File: config.mk
export PLATFORM = sky130hd
export DESIGN_NAME = pit_channel
export DESIGN_NICKNAME = d
export VERILOG_FILES = /design/src/rtl/pit_pkg.sv /design/src/rtl/pit_wr_port.sv /design/src/rtl/pit_gate_mon.sv /design/src/rtl/pit_down_core.sv /design/src/rtl/pit_wave_shape.sv /design/src/rtl/pit_channel.sv
export SDC_FILE = /design/constraint.sdc
export NUM_CORES = 1
export LEC_CHECK = 0
export CORE_UTILIZATION = 60
export CTS_BUF_LIST = sky130_fd_sc_hd__clkbuf_8
export CTS_CLUSTER_DIAMETER = 120
export DETAILED_ROUTE_END_ITERATION = 7
export DONT_BUFFER_PORTS = 1
export GPL_TIMING_DRIVEN = 0
export PLACE_DENSITY = 0.76
export SKIP_LAST_GASP = 1
export SLEW_MARGIN = 20
export SYNTH_ARGS = -nofsm -noshare
export SYNTH_HDL_FRONTEND = slang
export SYNTH_SLANG_ARGS = --single-unit
File: constraint.sdc
create_clock -name clk -period 10 [get_ports clk]
set_clock_uncertainty 0.1 [all_clocks]
set_input_delay 1.5 -clock clk [delete_from_list [all_inputs] [get_ports clk]]
set_output_delay 1.5 -clock clk [all_outputs]
set_load 0.005 [all_outputs]
File: src/rtl/pit_pkg.sv
package pit_pkg;

  // Operating mode after decoding the 3-bit mode field
  typedef enum logic [2:0] {
    PM_TERM     = 3'd0,
    PM_RETRIG   = 3'd1,
    PM_RATE     = 3'd2,
    PM_SQUARE   = 3'd3,
    PM_SWSTROBE = 3'd4,
    PM_HWSTROBE = 3'd5
  } pit_mode_e;

  // Byte loading format from control bits 5:4
  typedef enum logic [1:0] {
    LF_LATCH = 2'b00,
    LF_LO    = 2'b01,
    LF_HI    = 2'b10,
    LF_LOHI  = 2'b11
  } pit_fmt_e;

  // Mode field decode: the top bit is a don't-care for codes x10 and x11
  function automatic pit_mode_e pit_decode_mode(input logic [2:0] m);
    pit_mode_e r;
    if (m[1:0] == 2'b10)      r = PM_RATE;
    else if (m[1:0] == 2'b11) r = PM_SQUARE;
    else if (m[2])            r = m[0] ? PM_HWSTROBE : PM_SWSTROBE;
    else                      r = m[0] ? PM_RETRIG : PM_TERM;
    return r;
  endfunction

  // Number of ticks in one period for a raw count of width w.
  // BCD: digit-weighted sum; zero means 10^(w/4). Binary: zero means 2^w.
  function automatic logic [32:0] pit_span(input logic [31:0] raw,
                                           input logic bcd, input int w);
    logic [32:0] acc;
    logic [32:0] scale;
    acc   = '0;
    scale = 33'd1;
    if (bcd) begin
      for (int i = 0; i < 8; i++) begin
        if (i < w / 4) begin
          acc   = acc + 33'(raw[4*i +: 4]) * scale;
          scale = scale * 33'd10;
        end
      end
      if (raw == 32'd0) acc = scale;
    end else begin
      acc = (raw == 32'd0) ? (33'd1 << w) : 33'(raw);
    end
    return acc;
  endfunction

  // Square-wave level: high while the remaining count exceeds half the span
  function automatic logic pit_sq_level(input logic [32:0] cnt,
                                        input logic [32:0] span);
    return cnt > (span >> 1);
  endfunction

endpackage

File: src/rtl/pit_wr_port.sv
// Control byte decode and byte-wise count assembly. CNT_W from 9 to 16.
module pit_wr_port
  import pit_pkg::*;
#(
  parameter int          CNT_W   = 16,
  parameter logic [1:0]  CHAN_ID = 2'd0
) (
  input  logic             clk,
  input  logic             rst_n,
  input  logic             wr_en,
  input  logic             wr_ctl,
  input  logic [7:0]       wr_data,
  output pit_mode_e        mode_o,
  output logic             bcd_o,
  output logic [CNT_W-1:0] raw_o,
  output logic             ctl_wr_o,
  output logic             load_done_o
);
  localparam int HI_W = CNT_W - 8;

  pit_fmt_e         fmt_q;
  pit_mode_e        mode_q;
  logic             bcd_q;
  logic [CNT_W-1:0] raw_q;
  logic             hi_next_q;
  logic             done_q;

  logic ctl_hit, cnt_hit, completes;

  assign ctl_hit = wr_en & wr_ctl & (wr_data[7:6] == CHAN_ID)
                 & (wr_data[5:4] != LF_LATCH);
  assign cnt_hit = wr_en & ~wr_ctl & (fmt_q != LF_LATCH);
  assign completes = (fmt_q == LF_LO) | (fmt_q == LF_HI)
                   | ((fmt_q == LF_LOHI) & hi_next_q);

  always_ff @(posedge clk) begin
    if (!rst_n) begin
      fmt_q     <= LF_LATCH;
      mode_q    <= PM_TERM;
      bcd_q     <= 1'b0;
      raw_q     <= '0;
      hi_next_q <= 1'b0;
      done_q    <= 1'b0;
    end else if (ctl_hit) begin
      fmt_q     <= pit_fmt_e'(wr_data[5:4]);
      mode_q    <= pit_decode_mode(wr_data[3:1]);
      bcd_q     <= wr_data[0];
      hi_next_q <= 1'b0;
      done_q    <= 1'b0;
    end else begin
      done_q <= cnt_hit & completes;
      if (cnt_hit) begin
        case (fmt_q)
          LF_LO: raw_q <= CNT_W'(wr_data);
          LF_HI: raw_q <= {wr_data[HI_W-1:0], 8'h00};
          LF_LOHI: begin
            if (!hi_next_q) raw_q[7:0]       <= wr_data;
            else            raw_q[CNT_W-1:8] <= wr_data[HI_W-1:0];
            hi_next_q <= ~hi_next_q;
          end
          default: ;
        endcase
      end
    end
  end

  assign mode_o      = mode_q;
  assign bcd_o       = bcd_q;
  assign raw_o       = raw_q;
  assign ctl_wr_o    = ctl_hit;
  assign load_done_o = done_q;

endmodule

File: src/rtl/pit_gate_mon.sv
// Registers the gate input and flags its rising edge in the same cycle.
module pit_gate_mon (
  input  logic clk,
  input  logic rst_n,
  input  logic gate,
  output logic gate_q_o,
  output logic gate_rise_o
);
  logic gate_q;

  always_ff @(posedge clk) begin
    if (!rst_n) gate_q <= 1'b0;
    else        gate_q <= gate;
  end

  assign gate_q_o    = gate_q;
  assign gate_rise_o = gate & ~gate_q;

endmodule

File: src/rtl/pit_down_core.sv
// Binary down-counter over the decoded span; reloads at 1 or on a pending load.
module pit_down_core #(
  parameter int LEN_W = 17
) (
  input  logic             clk,
  input  logic             rst_n,
  input  logic             tick,
  input  logic             gate_q,
  input  logic             arm,
  input  logic             restart,
  input  logic             stop,
  input  logic [LEN_W-1:0] span_in,
  output logic [LEN_W-1:0] cnt_o,
  output logic [LEN_W-1:0] span_o,
  output logic             active_o,
  output logic             reload_o
);
  logic             armed_q, pend_q;
  logic [LEN_W-1:0] cnt_q, span_q;
  logic             step, wrap;

  assign step = tick & armed_q & gate_q;
  assign wrap = pend_q | (cnt_q <= LEN_W'(1));

  always_ff @(posedge clk) begin
    if (!rst_n) begin
      armed_q <= 1'b0;
      pend_q  <= 1'b0;
      cnt_q   <= '0;
      span_q  <= '0;
    end else if (stop) begin
      armed_q <= 1'b0;
      pend_q  <= 1'b0;
      cnt_q   <= '0;
    end else if (arm) begin
      armed_q <= 1'b1;
      pend_q  <= 1'b1;
      span_q  <= span_in;
    end else if (restart) begin
      pend_q <= 1'b1;
    end else if (step) begin
      if (wrap) begin
        cnt_q  <= span_q;
        pend_q <= 1'b0;
      end else begin
        cnt_q <= cnt_q - LEN_W'(1);
      end
    end
  end

  assign cnt_o    = cnt_q;
  assign span_o   = span_q;
  assign active_o = armed_q & ~pend_q & gate_q;
  assign reload_o = ~stop & ~arm & ~restart & step & wrap;

endmodule

File: src/rtl/pit_wave_shape.sv
// Output level from mode and counter state; idle or paused means high.
module pit_wave_shape
  import pit_pkg::*;
#(
  parameter int LEN_W = 17
) (
  input  pit_mode_e        mode,
  input  logic             active,
  input  logic [LEN_W-1:0] cnt,
  input  logic [LEN_W-1:0] span,
  output logic             out
);
  logic level;

  always_comb begin
    case (mode)
      PM_SQUARE: level = pit_sq_level(33'(cnt), 33'(span));
      PM_RATE:   level = (cnt != LEN_W'(1));
      default:   level = 1'b1;
    endcase
  end

  assign out = ~active | level;

endmodule

File: src/rtl/pit_channel.sv
module pit_channel
  import pit_pkg::*;
#(
  parameter int         CNT_W   = 16,
  parameter logic [1:0] CHAN_ID = 2'd0
) (
  input  logic       clk,
  input  logic       rst_n,
  input  logic       wr_en,
  input  logic       wr_ctl,
  input  logic [7:0] wr_data,
  input  logic       tick,
  input  logic       gate,
  output logic       out
);
  localparam int LEN_W = CNT_W + 1;

  pit_mode_e        mode;
  logic             bcd;
  logic [CNT_W-1:0] raw;
  logic             ctl_wr, load_done;
  logic             gate_q, gate_rise;
  logic             is_wave, arm;
  logic [LEN_W-1:0] span_in, cnt, span;
  logic             active, reload;

  pit_wr_port #(.CNT_W(CNT_W), .CHAN_ID(CHAN_ID)) u_wr (
    .clk(clk), .rst_n(rst_n), .wr_en(wr_en), .wr_ctl(wr_ctl),
    .wr_data(wr_data), .mode_o(mode), .bcd_o(bcd), .raw_o(raw),
    .ctl_wr_o(ctl_wr), .load_done_o(load_done)
  );

  pit_gate_mon u_gate (
    .clk(clk), .rst_n(rst_n), .gate(gate),
    .gate_q_o(gate_q), .gate_rise_o(gate_rise)
  );

  assign is_wave = (mode == PM_RATE) | (mode == PM_SQUARE);
  assign arm     = load_done & is_wave;
  assign span_in = LEN_W'(pit_span(32'(raw), bcd, CNT_W));

  pit_down_core #(.LEN_W(LEN_W)) u_core (
    .clk(clk), .rst_n(rst_n), .tick(tick), .gate_q(gate_q),
    .arm(arm), .restart(gate_rise), .stop(ctl_wr), .span_in(span_in),
    .cnt_o(cnt), .span_o(span), .active_o(active), .reload_o(reload)
  );

  pit_wave_shape #(.LEN_W(LEN_W)) u_shape (
    .mode(mode), .active(active), .cnt(cnt), .span(span), .out(out)
  );

endmodule

After elaboration in Yosys (flattened, before gate mapping)
Index checks and enable logic that the tools add are counted.
{"block": "op_classes", "add_sub_neg": 4, "n_mul": 6, "magnitude_cmp": 2, "eq_ne": 10, "muxes": 23, "bitwise": 27, "reduce_logical": 14}
{"op": "two-way mux 17 bit", "n": 7}
{"op": "multiplier 4 x 33 -> 17 bit", "n": 3}
{"op": "two-way mux 33 bit", "n": 3}
{"op": "multiplier 33 x 3 -> 32 bit, second input constant", "n": 2}
{"op": "adder 17 bit", "n": 3}
{"op": "case mux 16 bit (3 select lines)", "n": 1}
{"op": "multiplier 33 x 3 -> 16 bit, second input constant", "n": 1}
{"op": "> comparator 17 x 16 -> 1 bit", "n": 1}
{"op": "less-or-equal comparator 17 x 1 -> 1 bit, second input constant", "n": 1}
{"op": "!= test 17 x 1 -> 1 bit, second input constant", "n": 1}
{"op": "subtractor 17 x 1 -> 17 bit, second input constant", "n": 1}
{"op": "zero test 16 bit", "n": 1}
{"op": "two-way mux 8 bit", "n": 2}
{"op": "bitwise AND 1 bit", "n": 13}
{"op": "two-way mux 3 bit", "n": 3}
{"op": "NOT 1 bit", "n": 9}
{"op": "nonzero test 3 bit", "n": 3}
{"op": "equality test 2 bit, second input constant", "n": 4}
{"op": "AND reduction 4 bit", "n": 2}
{"op": "equality test 3 x 2 -> 1 bit, second input constant", "n": 2}
{"op": "two-way mux 1 bit", "n": 6}
{"op": "AND reduction 2 bit", "n": 3}
{"op": "OR 1 bit", "n": 5}
{"op": "nonzero test 2 bit", "n": 2}
{"op": "other kinds (7)", "n": 7}
{"block": "totals", "register_bits": 61, "in_bits": 14, "output_inout_bits": 1}

Depth between registers and ports, before layout
{"block": "depth", "word_depth": 9, "depth_mapped": 23, "depth_no_buf": 23}

Cells and area by module
Synthesis repeated with hierarchy kept, for this count alone.
{"block": "hier_totals", "hier_cells": 632, "hier_area_um2": 5376.4}
{"mod": "pit_channel", "n_inst": 1, "cells_per_inst": 225, "area_per_inst_um2": 1954.4, "seq_area_each_um2": 0.0}
{"mod": "pit_down_core", "n_inst": 1, "cells_per_inst": 221, "area_per_inst_um2": 1823.0, "seq_area_each_um2": 720.7}
{"mod": "pit_wr_port", "n_inst": 1, "cells_per_inst": 116, "area_per_inst_um2": 1078.5, "seq_area_each_um2": 480.5}
{"mod": "pit_wave_shape", "n_inst": 1, "cells_per_inst": 67, "area_per_inst_um2": 480.5, "seq_area_each_um2": 0.0}
{"mod": "pit_gate_mon", "n_inst": 1, "cells_per_inst": 3, "area_per_inst_um2": 40.0, "seq_area_each_um2": 20.0}

Worst setup path before layout
No wires, ideal clock.
{"block": "synth_path", "kind": "register -> register", "from": "register u_wr.raw_q[4] (netlist: u_wr.raw_o[4])", "to": "register u_core.span_q[13] (netlist: u_core.span_o[13])", "setup_ns": 0.087, "t_arrival_ns": 5.112, "required_time_ns": 9.813, "setup_slack_ns": 4.700, "stages_incl_launch_ff": 24, "path_buffers": 0, "period_less_slack_ns": 5.300, "path_cell_list": "dfxtp_1 ha_1 ha_1 ha_1 a21o_1 a21oi_1 nor2b_1 o21ai_0 xor2_1 fa_1 inv_1 ha_1 nand2_1 o21ai_0 o41ai_1 xnor2_1 fa_1 ha_1 a21oi_1 o21ai_0 a31o_2 a21oi_1 xor2_1 o31ai_1"}
{"block": "synth_between", "elab_chain_len": 8}
{"element": "start, declared", "line": "pit_wr_port.sv:24", "text": "logic [CNT_W-1:0] raw_q;"}
{"element": "start signal, assigned", "line": "pit_wr_port.sv:54", "text": "LF_LO: raw_q <= CNT_W'(wr_data);"}
{"element": "start signal, assigned", "line": "pit_wr_port.sv:55", "text": "LF_HI: raw_q <= {wr_data[HI_W-1:0], 8'h00};"}
{"element": "start signal, assigned", "line": "pit_wr_port.sv:57", "text": "if (!hi_next_q) raw_q[7:0] <= wr_data;"}
{"element": "multiplier 4 x 33 -> 17 bit", "line": "pit_pkg.sv:42", "text": "acc = acc + 33'(raw[4*i +: 4]) * scale;"}
{"element": "adder 17 bit", "line": "pit_pkg.sv:42"}
{"element": "two-way mux 17 bit", "line": "pit_pkg.sv:39", "text": "if (bcd) begin"}
{"element": "adder 17 bit", "line": "pit_pkg.sv:42"}
{"element": "two-way mux 17 bit", "line": "pit_pkg.sv:39"}
{"element": "adder 17 bit", "line": "pit_pkg.sv:42"}
{"element": "two-way mux 17 bit", "line": "pit_pkg.sv:46", "text": "if (raw == 32'd0) acc = scale;"}
{"element": "two-way mux 17 bit (*)", "line": "pit_pkg.sv:39"}
{"element": "end signal, assigned", "line": "pit_down_core.sv:38", "text": "span_q <= span_in;"}
{"element": "end, declared", "line": "pit_down_core.sv:19", "text": "logic [LEN_W-1:0] cnt_q, span_q;"}
Every way passes the cells marked *; elsewhere a longest branch is shown, timed or not. The select of a mux whose other input is x is not followed.
A chain may end at the register's enable or synchronous reset.

Worst setup path in the final report
Same ends and word-level chain as after synthesis.

==> results.ini <==
[clock_tree]
cts.sinks=61
cts_tree=built
cts.path.max_buffers=2
cts_resized=0
cts_hold_buffers=0
cts_setup_buffers=0
htree_levels=3
numCtsBuffers=9
path_clk_slew_ns=0.07
clk_latency_ns=0.34
cts-root-buf=clkbuf_8

[layout]
final_common_cell=ha_1
layout.cells.non_filler=681
final_cell_mix=ha_1 (79), dfxtp_1 (61), inv_1 (52)
antenna_cells=0
utilization_pct=66.8
layout-drive-gt1-share_pct=5.53
stdcell_area_mm2=0.00524
syn2layout_area_growth_pct=6.48
final_nets=682

[synthesis]
synth-async-reset-ratio_pct=0
syn_avg_cell_area_um2=8.75
synth_flop_cell=dfxtp_1
synth-edff-count=0
synth_cells=563
ys_ff_latch=61
ys_seq_area_share_pct=24.8
synth_cell_types=60
synth_nets=671
ys.warnings.count=0
syn-cell-area_mm2=0.00492

[global_routing]
overflow=0
busiest_layer=met2
grtUsageMet1_pct=41.3
gr-usage-met3_pct=5.58
grt_max_degree=12
grt_first_pass_wirelength_um=20200
grt_pass1_vias=4193
track_usage_pct=30.2
use_met2_pct=48.3
antenna_found_initial=0

[floorplanning]
core_mm2=0.00785
dieArea_mm2=0.00857
dieHeight_um=92.6
num_rows=32
start_util_pct=62.7
io_pins=15
die_w_um=92.6

[worst_setup_path]
worstPathMaxFanout=5
crit_path_start_kind=flip-flop
arrival_ns=6.16
slowest_delay_ns=0.47
cpMostUsedCell=ha_1
cp.required_ns=10.15
worstSetupPathType=reg2reg
cp_cell_sequence=ha_1 > ha_1 > ha_1 > a21o_1 > a21oi_1 > nor2b_1 > o21ai_0 > xor2_1 > fa_1 > inv_1 > ha_1 > nand2_1 > o21ai_0 > o41ai_1 > xnor2_1 > fa_1 > ha_1 > a21oi_1 > o21ai_0 > a31o_2 > a21oi_1 > xor2_1 > o31ai_1
slowest_stage=dfxtp_1
reg2regPathDepth=23
endpoint_kind=flip-flop

[timing]
fin_crit_sh_pct=60.1
rsz0062_at_grt=false
period_needed_ns=6.01
hold_slack_ns=0.363
fmax_mhz=166
fin_ws_ns=3.99
worst_slew_pin_slew_ns=0.743
relSlewSlack_pct=50.0
setup_viol=0
setup_tns_ns=0
drv_slew=0
hold_viol=0

[power_and_ir_drop]
p_per_area_mw_per_mm2=91.1
leakagePower_nw=2.34
ir_drop_v=0.0000952
p_total_mw=0.478

[place]
dp_slack_ns=4.06
dp_hpwl_um=9390
placed_area_mm2=0.00505
place_inst=665
gp_congestion=0.937
portBuffers=0

[status]
status=complete, no violations

[detailed_routing]
route.detailed.drc=0
drtAntennaViolNets=0
first_pass_iters=5
drtIter0Drc=232
vias=4218
finalWirelength_um=11800
wl_per_cell_um=17.3
vias_per_cell=6.19

[min_path]
holdPathStages=2
hold_path.class=reg2reg

[run]
drv_cap=0

logic make-up (layout without fill, tap and decap cells):
family	count (synthesis)	count (layout)	share of synthesized area, %
AOI/OAI and AO/OA	161	161	22.4
and+or+nand+nor	153	153	16.4
adders and majority gates	94	94	26.2
buffers and inverters	69	85	5.44
DFF	61	61	24.8
xor gates and xnor gates	15	15	2.67
muxes	10	10	2.16
area by class of cell:
class                      instances  area (um2)
inverter                          51         191
clock inverter                     7        67.6
buffer                            18        76.3
multi-input combinational        433        3430
tap                              102         128
sequential                        61        1220
clock buffer                       9         124
fill                             693        2610
path summary, 6_finish.rpt:
| path | slack [ns] | to | start |
|---|---|---|---|
| worst min-delay path | 0.36 | u_core.armed_q | u_core.armed_q |
| worst min register to register | 0.36 | u_core.armed_q | u_core.armed_q |
| worst max-delay path | 3.99 | u_core.span_o[13] | u_wr.raw_o[4] |
| worst max register to register | 3.99 | u_core.span_o[13] | u_wr.raw_o[4] |
sequential cells by signal, summed over array words and instances (netlist names):
register and count:
u_wr.mode_o 3, u_wr.bcd_o 1, u_wr.fmt_q 2, u_wr.load_done_o 1
u_gate.gate_q_o 1, u_core.pend_q 1, u_core.cnt_o 17, u_wr.hi_next_q 1
u_wr.raw_o 16, u_core.armed_q 1, u_core.span_o 17
routing by layer:
metal  vias up  share of wire, %
met4         0               1.9
met1      2009                48
met2       119                46
met5         -                 0
li1       2066                 -
met3        24               5.0
where the power goes:
part	switching [mW]	internal, mW	leakage (nW)
sequential	0.00147	0.244	0.492
combinational	0.0104	0.00641	1.75
clock	0.102	0.114	0.0964
worst max-delay path, delay by kind of cell, from the launching register on:
kind                       cells  cell delay, ns
and+or+nand+nor                2            0.14
buffers and inverters          1            0.07
adders and majority gates      7            2.41
xor gates and xnor gates       3            0.54
AOI/OAI and AO/OA             10            2.18
DFF                            1            0.47
cells in the mapped netlist, types with 4 or more instances:
| cell | n | share of area (%) |
|---|---|---|
| ha_1 | 79 | 20 |
| dfxtp_1 | 61 | 25 |
| inv_1 | 51 | 3.9 |
| a21oi_1 | 35 | 3.6 |
| nand2_1 | 34 | 2.6 |
| nor2_1 | 29 | 2.2 |
| o21ai_0 | 26 | 2.6 |
| nand3_1 | 18 | 1.8 |
| nor2b_1 | 18 | 2.3 |
| a21boi_0 | 16 | 2.4 |
| clkbuf_1 | 15 | 1.1 |
| fa_1 | 15 | 6.1 |
| a22o_1 | 13 | 2.3 |
| nor3_1 | 13 | 1.3 |
| xnor2_1 | 10 | 1.8 |
| a22oi_1 | 9 | 1.4 |
| a21o_1 | 8 | 1.2 |
| o22ai_1 | 8 | 1.0 |
| nor4_1 | 6 | 0.76 |
| mux2_2 | 5 | 1.1 |
| mux2i_1 | 5 | 1.0 |
| o211ai_1 | 5 | 0.76 |
| o21a_1 | 5 | 0.76 |
| o2bb2ai_1 | 5 | 0.89 |
| o31ai_1 | 5 | 0.76 |
| or3_1 | 5 | 0.64 |
| xor2_1 | 5 | 0.89 |
| nand3b_1 | 4 | 0.61 |
Power figures use the tool's default switching activity.
